===== src/rtl/mcc_pkg.sv =====
package mcc_pkg;

   typedef enum logic [1:0] {
      REG_CTRL  = 2'd0,
      REG_MOD   = 2'd1,
      REG_FLAG  = 2'd2,
      REG_LOAD  = 2'd3
   } reg_sel_e;

   // bit4 run, bit3 rising edge, bit2 both edges, bit1 external source, bit0 up/down
   typedef struct packed {
      logic run;
      logic edge_rise;
      logic edge_both;
      logic ext_src;
      logic updown;
   } ctrl_t;

   localparam int CTRL_W = $bits(ctrl_t);

endpackage


===== src/rtl/mcc_edge_sync.sv =====
module mcc_edge_sync #(
   parameter int SYNC_STAGES = 2
) (
   input  logic clk,
   input  logic rst_n,
   input  logic pin,
   input  logic edge_rise,
   input  logic edge_both,
   output logic tick
);
   generate
      if (SYNC_STAGES < 2) begin : g_bad_stages
         $error("mcc_edge_sync: SYNC_STAGES must be at least 2");
      end
   endgenerate

   logic [SYNC_STAGES-1:0] sync_q;
   logic                   prev_q;

   generate
      for (genvar i = 0; i < SYNC_STAGES; i++) begin : g_stage
         always_ff @(posedge clk or negedge rst_n) begin
            if (!rst_n)
               sync_q[i] <= 1'b0;
            else if (i == 0)
               sync_q[i] <= pin;
            else
               sync_q[i] <= sync_q[(i == 0) ? 0 : i-1];
         end
      end
   endgenerate

   always_ff @(posedge clk or negedge rst_n) begin
      if (!rst_n) prev_q <= 1'b0;
      else        prev_q <= sync_q[SYNC_STAGES-1];
   end

   logic rise, fall;
   assign rise = sync_q[SYNC_STAGES-1] & ~prev_q;
   assign fall = ~sync_q[SYNC_STAGES-1] & prev_q;
   assign tick = edge_both ? (rise | fall) : (edge_rise ? rise : fall);

   // a single-edge setting gives one-cycle pulses
   assert_single_pulse_R7: assert property (@(posedge clk) disable iff (!rst_n)
      (tick && !edge_both && $stable(edge_rise) && $stable(edge_both)) |=> !tick || edge_both || !$stable(edge_rise));

endmodule


===== src/rtl/mcc_modulus_reg.sv =====
module mcc_modulus_reg #(
   parameter int              CNT_W     = 16,
   parameter logic [CNT_W-1:0] RESET_MOD = '1
) (
   input  logic             clk,
   input  logic             rst_n,
   input  logic             buf_wr,
   input  logic [CNT_W-1:0] buf_data,
   input  logic             run,
   input  logic             boundary,
   output logic [CNT_W-1:0] active_mod
);
   logic [CNT_W-1:0] buf_q;

   always_ff @(posedge clk or negedge rst_n) begin
      if (!rst_n)      buf_q <= RESET_MOD;
      else if (buf_wr) buf_q <= buf_data;
   end

   always_ff @(posedge clk or negedge rst_n) begin
      if (!rst_n)                 active_mod <= RESET_MOD;
      else if (!run || boundary)  active_mod <= buf_q;
   end

   // no reload in the middle of a running cycle
   assert_hold_mid_cycle_R4: assert property (@(posedge clk) disable iff (!rst_n)
      (run && !boundary) |=> $stable(active_mod));

endmodule


===== src/rtl/mcc_count_core.sv =====
module mcc_count_core #(
   parameter int CNT_W = 16
) (
   input  logic             clk,
   input  logic             rst_n,
   input  logic             run,
   input  logic             updown,
   input  logic             tick,
   input  logic [CNT_W-1:0] modulus,
   input  logic             load_wr,
   input  logic [CNT_W-1:0] load_data,
   output logic [CNT_W-1:0] count,
   output logic             boundary
);
   localparam logic [CNT_W-1:0] ONE   = CNT_W'(1);
   localparam logic [CNT_W-1:0] TWO   = CNT_W'(2);
   localparam logic [CNT_W-1:0] ALL_1 = '1;

   logic             dir_up_q, dir_up_d;
   logic [CNT_W-1:0] count_d;

   always_comb begin
      count_d  = count;
      dir_up_d = dir_up_q;
      boundary = 1'b0;
      if (!run) begin
         dir_up_d = 1'b1;
         if (load_wr) count_d = load_data;
      end else if (tick) begin
         if (!updown) begin
            dir_up_d = 1'b1;
            if (count == modulus) begin
               count_d  = ONE;
               boundary = 1'b1;
            end else if (count == ALL_1) begin
               count_d = ONE;
            end else begin
               count_d = count + ONE;
            end
         end else if (dir_up_q) begin
            if (count == modulus) begin
               count_d  = count - ONE;
               dir_up_d = 1'b0;
               boundary = (count == TWO);
            end else if (count == ALL_1) begin
               count_d = ONE;
            end else begin
               count_d = count + ONE;
            end
         end else begin
            if (count <= ONE) begin
               count_d  = TWO;
               dir_up_d = 1'b1;
            end else begin
               count_d  = count - ONE;
               boundary = (count == TWO);
            end
         end
      end
   end

   always_ff @(posedge clk or negedge rst_n) begin
      if (!rst_n) begin
         count    <= ONE;
         dir_up_q <= 1'b1;
      end else begin
         count    <= count_d;
         dir_up_q <= dir_up_d;
      end
   end

   assert_hold_without_tick_R1: assert property (@(posedge clk) disable iff (!rst_n)
      (run && !tick) |=> $stable(count));
   assert_never_zero_R1: assert property (@(posedge clk) disable iff (!rst_n)
      (run && count != '0) |=> (count != '0));
   assert_up_restart_R2: assert property (@(posedge clk) disable iff (!rst_n)
      (run && tick && !updown && count == modulus) |=> (count == ONE));
   assert_turn_down_R3: assert property (@(posedge clk) disable iff (!rst_n)
      (run && tick && updown && dir_up_q && count == modulus) |=> !dir_up_q);
   assert_allones_wrap_R5: assert property (@(posedge clk) disable iff (!rst_n)
      (run && tick && dir_up_q && count == ALL_1 && count != modulus) |=> (count == ONE));
   assert_preload_blocked_R10: assert property (@(posedge clk) disable iff (!rst_n)
      (run && load_wr && !tick) |=> $stable(count));

endmodule


===== src/rtl/mcc_channel.sv =====
module mcc_channel
   import mcc_pkg::*;
#(
   parameter int               CNT_W       = 16,
   parameter int               SYNC_STAGES = 2,
   parameter logic [CNT_W-1:0] RESET_MOD   = '1
) (
   input  logic             clk,
   input  logic             rst_n,
   input  logic             wr_en,
   input  logic [1:0]       wr_addr,
   input  logic [CNT_W-1:0] wr_data,
   input  logic             presc_tick,
   input  logic             ext_pin,
   output logic [CNT_W-1:0] count_o,
   output logic             flag_o
);
   generate
      if (CNT_W < 8) begin : g_bad_width
         $error("mcc_channel: CNT_W must be at least 8");
      end
      if (RESET_MOD < 2) begin : g_bad_mod
         $error("mcc_channel: RESET_MOD must exceed 1");
      end
   endgenerate

   ctrl_t            ctrl_q;
   logic             ext_tick, tick, boundary, flag_clr;
   logic [CNT_W-1:0] modulus;

   always_ff @(posedge clk or negedge rst_n) begin
      if (!rst_n)
         ctrl_q <= '0;
      else if (wr_en && wr_addr == REG_CTRL)
         ctrl_q <= ctrl_t'(wr_data[CTRL_W-1:0]);
   end

   mcc_edge_sync #(.SYNC_STAGES(SYNC_STAGES)) u_edge (
      .clk       (clk),
      .rst_n     (rst_n),
      .pin       (ext_pin),
      .edge_rise (ctrl_q.edge_rise),
      .edge_both (ctrl_q.edge_both),
      .tick      (ext_tick)
   );

   assign tick = ctrl_q.ext_src ? ext_tick : presc_tick;

   mcc_modulus_reg #(.CNT_W(CNT_W), .RESET_MOD(RESET_MOD)) u_mod (
      .clk        (clk),
      .rst_n      (rst_n),
      .buf_wr     (wr_en && wr_addr == REG_MOD),
      .buf_data   (wr_data),
      .run        (ctrl_q.run),
      .boundary   (boundary),
      .active_mod (modulus)
   );

   mcc_count_core #(.CNT_W(CNT_W)) u_core (
      .clk       (clk),
      .rst_n     (rst_n),
      .run       (ctrl_q.run),
      .updown    (ctrl_q.updown),
      .tick      (tick),
      .modulus   (modulus),
      .load_wr   (wr_en && wr_addr == REG_LOAD),
      .load_data (wr_data),
      .count     (count_o),
      .boundary  (boundary)
   );

   assign flag_clr = wr_en && wr_addr == REG_FLAG && wr_data[0];

   always_ff @(posedge clk or negedge rst_n) begin
      if (!rst_n)        flag_o <= 1'b0;
      else if (boundary) flag_o <= 1'b1;
      else if (flag_clr) flag_o <= 1'b0;
   end

   assert_flag_on_boundary_R8: assert property (@(posedge clk) disable iff (!rst_n)
      boundary |=> flag_o);
   assert_flag_sticky_R9: assert property (@(posedge clk) disable iff (!rst_n)
      (flag_o && !flag_clr) |=> flag_o);
   assert_flag_source_R8: assert property (@(posedge clk) disable iff (!rst_n)
      (!flag_o && !boundary) |=> !flag_o);

endmodule


===== config.mk =====
export PLATFORM = sky130hd
export DESIGN_NAME = mcc_channel
export DESIGN_NICKNAME = d
export VERILOG_FILES = /design/src/rtl/mcc_pkg.sv /design/src/rtl/mcc_edge_sync.sv /design/src/rtl/mcc_modulus_reg.sv /design/src/rtl/mcc_count_core.sv /design/src/rtl/mcc_channel.sv
export SDC_FILE = /design/constraint.sdc
export NUM_CORES = 1
export LEC_CHECK = 0
export ABC_AREA = 1
export BUFFER_PORTS_ARGS = -buffer_cell sky130_fd_sc_hd__buf_2
export CORE_MARGIN = 5
export CORE_UTILIZATION = 55
export CTS_CLUSTER_DIAMETER = 150
export DETAILED_ROUTE_END_ITERATION = 8
export HOLD_SLACK_MARGIN = 0.05
export PLACE_DENSITY_LB_ADDON = 0.12
export SYNTH_ARGS = -nofsm -noshare
export SYNTH_HDL_FRONTEND = slang
export SYNTH_SLANG_ARGS = --single-unit

===== constraint.sdc =====
create_clock -name clk -period 2.4 [get_ports clk]
set_clock_uncertainty 0.15 [all_clocks]
set_input_delay 0.48 -clock clk [delete_from_list [all_inputs] [get_ports clk]]
set_output_delay 0.48 -clock clk [all_outputs]
set_load 0.03 [all_outputs]

# Word-level counts from Yosys, hierarchy flattened
# Index checks and enable logic that the tools add are counted.
[op_classes]
n_addsub = 2
magnitude_cmp = 1
n_eq_ne = 7
n_mux = 27
bitwise_logic = 5
n_reduce_logical = 11
[ops]
columns = ["operator", "count"]
rows = [
  ["two-way mux 16 bit", 9],
  ["two-way mux 1 bit", 18],
  ["adder 16 x 1 -> 16 bit (second input constant)", 1],
  ["== test 16 bit", 1],
  ["== test 16 bit (second input constant)", 1],
  ["== test 16 x 2 -> 1 bit (second input constant)", 1],
  ["<= comparator 16 x 1 -> 1 bit (second input constant)", 1],
  ["subtractor 16 x 1 -> 16 bit (second input constant)", 1],
  ["logical AND 1 bit", 5],
  ["== test 2 bit (second input constant)", 2],
  ["nonzero test 2 bit", 2],
  ["bitwise AND 1 bit", 2],
  ["== test 2 x 1 -> 1 bit (second input constant)", 1],
  ["zero test 2 bit", 1],
  ["!= test 2 x 1 -> 1 bit (second input constant)", 1],
  ["NOT 1 bit", 2],
  ["AND reduction 2 bit", 1],
  ["zero test 1 bit", 1],
  ["logical OR 1 bit", 1],
  ["OR 1 bit", 1],
]
[totals]
regBits = 58
inputBits = 23
out_inout_bits = 17

# Depth between registers and ports, before layout
# Gate-level depths: netlist of run 1.
[depth]
depth_word = 8
ltp_mapped = 16
depth_no_buf = 14

# Modules after synthesis
# From an unflattened synthesis of run 1, not the netlist that was laid out.
[hier_totals]
hier_cells = 564
hier_area_um2 = 4002.6
[modules_own_cells]
columns = ["module", "instances", "cells_each", "area_per_inst_um2", "seq_area_each_um2"]
rows = [
  ["mcc_count_core", 1, 374, 2202.1, 427.9],
  ["mcc_modulus_reg", 1, 137, 1363.8, 840.8],
  ["mcc_channel", 1, 37, 291.5, 150.1],
  ["mcc_edge_sync", 1, 16, 145.1, 75.1],
]

# Worst setup path after synthesis of run 1
# No wires, ideal clock.
[synth_timing]
path_type = "register to register"
startpoint = "register u_core.count[0]"
endpoint = "register u_core.count[1]"
setup_time_ns = 0.130
arrival_time_ns = 1.950
required_time_ns = 2.120
setup_slack_ns = 0.171
stages_incl_launch_ff = 12
path_buffers = 0
synth_period_minus_slack_ns = 2.229
path_cell_list = "dfstp_2 > ha_1 > nand3_1 > nor3_1 > and2_1 > nand3b_1 > nor2_2 > nor2_1 > nand2_1 > nand3_1 > nand2_1 > o21ai_1"
[synth_via]
elab_chain_len = 7
word_cells_on_any_way = 13
classes_between = "add/sub: 2; order compare: 1; eq/ne: 2; mux: 8"
[synth_rtl]
columns = ["item", "line_no", "text"]
rows = [
  ["start: declaration", "mcc_count_core.sv:12", "output logic [CNT_W-1:0] count,"],
  ["start signal: assignment", "mcc_count_core.sv:67", "count <= count_d;"],
  ["adder 16 x 1 -> 16 bit / == test 16 bit (equally long branches)", "n/a", ""],
  ["two-way mux 16 bit", "mcc_count_core.sv:35, mcc_count_core.sv:45", ""],
  ["two-way mux 16 bit", "mcc_count_core.sv:41", "if (count == modulus) begin"],
  ["two-way mux 16 bit", "mcc_count_core.sv:40", "end else if (dir_up_q) begin"],
  ["two-way mux 16 bit (*)", "mcc_count_core.sv:30", "if (!updown) begin"],
  ["two-way mux 16 bit (*)", "mcc_count_core.sv:29", "end else if (tick) begin"],
  ["two-way mux 16 bit (*)", "mcc_count_core.sv:26", "if (!run) begin"],
]
# Mark *: on every way between the ends. The rest lies on a longest branch, timed or not. The select of a mux whose other input is x is not followed.
# A chain may end at the register's enable or synchronous reset.

# Worst setup path in the final report of run 1
# Ends and elaborated chain as after synthesis.

==> flow_summary_export.csv, run 1 <==
group,metric,value,unit
run_status,status,"completed",
synth,syn_inst,519,
sta,setup_tns,0,ns
placed_design,hpwl,7780,um
placed_design,port_buffers,39,
synth,synthFlopType,"dfstp_2",
synth,synth_top_area_share,0.239,
die,fp.coreArea,6720,um2
grt,grt_use_met1,0.372,
die,fp.dieW,92.4,um
layout,drive_above_1_share,0.267,
grt,grt_max_degree,59,
sta,drv_slew,0,
grt,first_global_vias,3248,
setup_path,critical_path.cell_chain,"ha_2 -> nand3_2 -> nor3_4 -> and2_4 -> nand3b_1 -> nor2_4 -> nor2_1 -> nand2_1 -> nand3_1 -> nand2_1 -> o21ai_1",
grt,use_met3,0.0382,
power,p_leak,0.00216,uW
sta,hold_viol,0,
setup_path,crit_buf_inv,0,
route,dr.pass1.iters,4,
synth,syn_area,3740,um2
clock_tree,worst_skew_pair.late_latency,0.33,ns
die,row_count,30,
route,vias,3589,
sta,fmax,0.434,GHz
setup_path,criticalPathCategory,"flip-flop to flip-flop",
layout,fin_nets,604,
route,avgViaCountPerCell,5.44,
sta,worst_pin_slew,0.637,ns
grt,busiest_layer,"met1",
setup_path,cp-start-kind,"flip-flop",
power,vdd_drop_max,519,uV
synth,avgSynthCellArea,7.20,um2
layout,area_growth,17.8,%
synth,yosysMostFrequentCell,"nand2_1",
job,cap_violations,0,
synth,seq_area_frac_synth,0.400,
grt,track_usage,0.246,
clock_tree,htreeDepth,3,
synth,synth_area_leaders,"dfstp_2 (24%), dfrtp_1 (16%), nand2_1 (15%)",
placed_design,placedInstanceArea,4110,um2
grt,grt_remaining_overflow,0,
layout,multi_input_area,1950,um2
sta,slew_headroom,0.571,
route,drtIter0Drc,338,
setup_path,cpMaxStageDelayCell,"dfstp_2",
power,power,4990,uW
layout,antenna-diode-count,0,
die,io_pins,40,
setup_path,critical_path_arrival,2.37,ns
power,pwr_density_cell,1130,nW/um2
route,ant_nets,0,
clock_tree,cts_sinks,58,
min_path,hold_path_class,"input port to flip-flop",
grt,grt_pass1_wl,16600,um
layout,seq_area,1500,um2
clock_tree,clkTransAtPathRegs,0.07,ns
synth,ys_seq_elements,58,
synth,synth_cell_types,31,
route,drcViolationCount,0,
synth,synth_edf_count,0,
clock_tree,max-clock-path-buffers,2,
grt,use_met2,0.360,
sta,setup_viol,0,
setup_path,critPathMaxStageDelay,0.61,ns
placed_design,place_congestion,0.875,
synth,synth_common_cells,"nand2_1 (151), nand3_1 (60), inv_1 (52), nor2_1 (50), dfstp_2 (34)",
die,start_util,0.556,
synth,synth_top_area_cell,"dfstp_2",
synth,yosys_warnings,0,
sta,fin_crit_sh,0.959,
sta,fin_crit,2.30,ns
synth,async_reset_ff_frac,1.00,
setup_path,critPathRequiredTime,2.46,ns
grt,grt_antenna_before_repair,0,
die,die_h,92.4,um
route,wirelength,10200,um
layout,nFillCells,598,
clock_tree,cts_tree,"done",
die,dieArea,8540,um2
setup_path,critPathTopFamily,"simple AND/OR/NAND/NOR gates",
synth,synth_fp_nets,548,
clock_tree,numCtsBuffers,9,
setup_path,crit_top_cell,"nand2_1",
layout,final_cell_area,4400,um2
clock_tree,cts_root_buf,"clkbuf_8",
setup_path,cp-end-kind,"flip-flop",
setup_path,crit_path_max_fanout,6,
route,wl_per_cell,15.5,um
final timing paths:
check                                 startpoint              endpoint  slack (ns)  cells past startpoint
max in group asynchronous                  rst_n  u_mod.active_mod[10]        1.26                      3
worst max register to register   u_core.count[0]       u_core.count[1]         0.1                     11
worst max-delay path             u_core.count[0]       u_core.count[1]         0.1                     11
worst min register to register  u_edge.sync_q[0]      u_edge.sync_q[1]        0.23                      0
worst min-delay path                     ext_pin      u_edge.sync_q[0]        0.11                      1
min in group asynchronous                  rst_n             ctrl_q[2]        0.53                      3
final cells by class:
cell class	instances	share of cell area
clock inverter	5	0.00767
timing repair buffer	68	0.101
clock buffer	11	0.0395
tap	80	0.0227
inverter	56	0.0477
sequential	58	0.340
multi-input combinational	382	0.442
metrics by stage:
step | utilization | instances | worst slack (ns) | hold slack, ns
after detailed placement | 0.612 | 642 | -0.0364 | 0.212
final | 0.655 | 660 | 0.0975 | 0.106
after CTS | 0.646 | 659 | 0.0172 | 0.102
after global placement | 0.612 | 642 | -0.0287 | 0.217
after global routing | 0.655 | 660 | -0.0256 | 0.0942
after floorplan | - | 519 | 0.171 | 0.0344
worst register-to-register path, stage by stage (launching register included):
cell	delay [ns]
dfstp_2	0.61
ha_2	0.23
nand3_2	0.12
nor3_4	0.24
and2_4	0.19
nand3b_1	0.14
nor2_4	0.19
nor2_1	0.06
nand2_1	0.06
nand3_1	0.06
nand2_1	0.07
o21ai_1	0.07
state kept, by name, indices dropped and copies added (netlist names):
name	cells
u_core.dir_up_q	1
u_core.count	16
u_mod.active_mod	16
u_mod.buf_q	16
u_edge.prev_q	1
u_edge.sync_q	2
ctrl_q	5
flag_o	1
power breakdown:
| group | internal (uW) | switching (uW) | total [uW] |
|---|---|---|---|
| clock | 498 | 395 | 893 |
| combinational | 852 | 1500 | 2350 |
| sequential | 1350 | 393 | 1750 |
cell families (layout without fill, tap and decap cells):
logic type | after synthesis | in the layout | share of synthesized area
simple gates | 291 | 291 | 0.335
buf+inv | 79 | 140 | 0.0954
compound gates | 59 | 59 | 0.0810
flops | 58 | 58 | 0.400
xor+xnor | 15 | 15 | 0.0352
mux | 11 | 11 | 0.0331
fa+ha+maj | 6 | 6 | 0.0201
repair_timing:
item	4_1_cts	5_1_grt
pin swaps	0	1
hold buffers	1	0
setup buffers	0	1
resized for setup	3	16
endpoints found under the hold margin	24	0
setup endpoints to repair	9	30
per-layer routing:
layer  vias up  wire length, um
li1       1773                -
met1      1670             4860
met2       132             4540
met3        14              649
met4         0              154
met5         -                0
placed cells by master, fill, tap and decap left out, types with 2 or more instances in the layout:
master,n
nand4_1,6
xor2_1,14
dfrtp_2,2
dfrtp_1,22
buf_2,39
clkbuf_8,9
nor3_1,7
o21ai_0,29
nand3_1,59
dfstp_2,34
nand2_4,3
o22ai_1,2
nand2_2,3
clkbuf_16,2
nor2_1,48
buf_4,25
nor2_2,2
inv_1,51
a21oi_1,23
nand3b_1,2
mux2_2,11
inv_2,5
nor3_2,2
nor2_4,2
nor4_1,3
a21oi_2,2
ha_1,5
clkinvlp_4,2
buf_12,2
nand2_1,149
clkinv_2,2
(Power assumes the default switching activity.)
==> run 2, diff against run 1 <==
CORE_ASPECT_RATIO = 1.1   (was not set)
SLEW_MARGIN = 10   (was not set)
==> flow_summary_export.csv, run 2 (synthesis results as in run 1) <==
group,metric,value,unit
clock_tree,max-clock-path-buffers,2,
grt,track_usage,0.261,
setup_path,critical_path_arrival,2.34,ns
layout,top_regs,"u_core.count x16, u_mod.active_mod x16, u_mod.buf_q x16",
clock_tree,cts_root_buf,"clkbuf_8",
sta,hold_viol,0,
route,wirelength,10000,um
die,fp.coreArea,6590,um2
setup_path,cp-start-kind,"flip-flop",
route,avgViaCountPerCell,5.38,
power,vdd_drop_max,546,uV
die,start_util,0.567,
power,pwr-share-seq,0.353,
power,switching_power,2240,uW
placed_design,placedInstanceArea,4060,um2
placed_design,place_congestion,0.927,
route,dr.pass1.iters,5,
sta,fin_crit_sh,0.936,
die,fp.dieW,88.6,um
power,combPwrFrac,0.465,
setup_path,cp-end-kind,"flip-flop",
die,io_pins,40,
route,ant_nets,0,
min_path,hold_path_class,"input port to flip-flop",
route,wl_per_cell,15.3,um
sta,rsz0062_at_grt,"false",
die,row_count,31,
sta,fin_crit,2.25,ns
sta,slew_headroom,0.512,
placed_design,port_buffers,39,
power,pwr_density_cell,1130,nW/um2
die,dieArea,8550,um2
clock_tree,htreeDepth,3,
placed_design,place_ws,-0.00966,ns
power,power,4890,uW
placed_design,hpwl,7560,um
sta,setup_tns,0,ns
clock_tree,worst_skew_pair.late_latency,0.34,ns
route,drcViolationCount,0,
sta,worst_pin_slew,0.731,ns
sta,drv_slew,0,
setup_path,critPathRequiredTime,2.50,ns
die,die_h,96.5,um
sta,setup_viol,0,
layout,antenna-diode-count,0,
route,drtIter0Drc,282,
grt,grt_max_degree,59,
grt,grt_antenna_before_repair,0,
grt,first_global_vias,3390,
setup_path,crit_path_max_fanout,10,
grt,grt_pass1_wl,16900,um
job,cap_violations,0,
power,p_sw_frac,0.457,
power,p_clk_frac,0.182,
clock_tree,numCtsBuffers,9,
setup_path,criticalPathCategory,"flip-flop to flip-flop",
clock_tree,ctsHoldBuffers,0,
layout,final_cell_area,4310,um2
sta,fmax,0.445,GHz
power,p_int,2650,uW
run_status,status,"completed",
sta,layout_setup_ws,0.155,ns
clock_tree,cts_tree,"done",
layout,final_cell_mix,"nand2_1 (150), nand3_1 (60), inv_1 (51)",
grt,grt_remaining_overflow,0,
power,p_leak,0.00212,uW
route,vias,3528,
layout,fin_nets,598,
layout,layout_commonest_cell,"nand2_1",
clock_tree,clkTransAtPathRegs,0.07,ns
layout,area_growth,15.4,%
layout,drive_above_1_share,0.247,
clock_tree,cts_sinks,58,
[run 2: cell types whose count changed in the layout (fill, tap and decap cells not counted), sizes merged]
cell,delta
clkinv,-2
buf,-5
dlygate4sd3,-1
clkbuf,+2
[run 2: per-layer routing]
layer	wire length, um	GRT usage
met1	4710	0.379
met4	98	0.0680
met5	0	0
met3	548	0.0466
met2	4680	0.402
[run 2: final timing paths]
kind,from,endpoint,slack [ns],cells after the start
max,u_core.count[0],u_core.count[10],0.15,14
min,ext_pin,u_edge.sync_q[0],0.1,1
max reg2reg,u_core.count[0],u_core.count[10],0.15,14
min reg2reg,u_edge.sync_q[0],u_edge.sync_q[1],0.22,0
max in group asynchronous,rst_n,u_core.count[2],1.47,2
min in group asynchronous,rst_n,u_core.count[5],0.13,2
[run 2: layout make-up]
| type | instances | area (um2) |
|---|---|---|
| fill | 604 | 2280 |
| clock buffer | 13 | 180 |
| timing repair buffer | 62 | 380 |
| multi-input combinational | 382 | 1920 |
| tap | 82 | 103 |
| clock inverter | 3 | 20.0 |
| inverter | 56 | 210 |
| sequential | 58 | 1500 |
[run 2: worst max-delay path, stage by stage (launching register included)]
cell and delay [ns]:
dfstp_2 0.56, buf_4 0.13, inv_2 0.07, nand2_1 0.06
nand2_1 0.05, nor2_1 0.09, nand2_1 0.07, nor2_1 0.15
nand2_1 0.10, nand2_4 0.09, nand2_2 0.10, buf_4 0.20
nand2_1 0.08, nand3_1 0.10, a21oi_1 0.16
[run 2: stage by stage]
| step | std cells | hold slack [ns] | util |
|---|---|---|---|
| floorplan | 519 | 0.0344 | - |
| global placement | 638 | 0.208 | 0.616 |
| detailed placement | 638 | 0.197 | 0.616 |
| CTS | 654 | 0.0888 | 0.647 |
| global route | 656 | 0.0844 | 0.654 |
| finish | 656 | 0.0986 | 0.654 |
[run 2: what timing repair did]
item                                    CTS  global route
pin swaps                                 0             1
gates resized for setup                   1            11
setup buffers                             0             2
endpoints found under the setup margin    6            31
[run 2: power groups by stage]
| stage | sequential, uW | clock (uW) | combinational, uW |
|---|---|---|---|
| after floorplan | 1820 | 0 | 1480 |
| after global placement | 1720 | 0 | 2170 |
| after detailed placement | 1740 | 0 | 2190 |
| after CTS | 1720 | 903 | 2210 |
| after global routing | 1770 | 957 | 2550 |
| final | 1720 | 890 | 2270 |
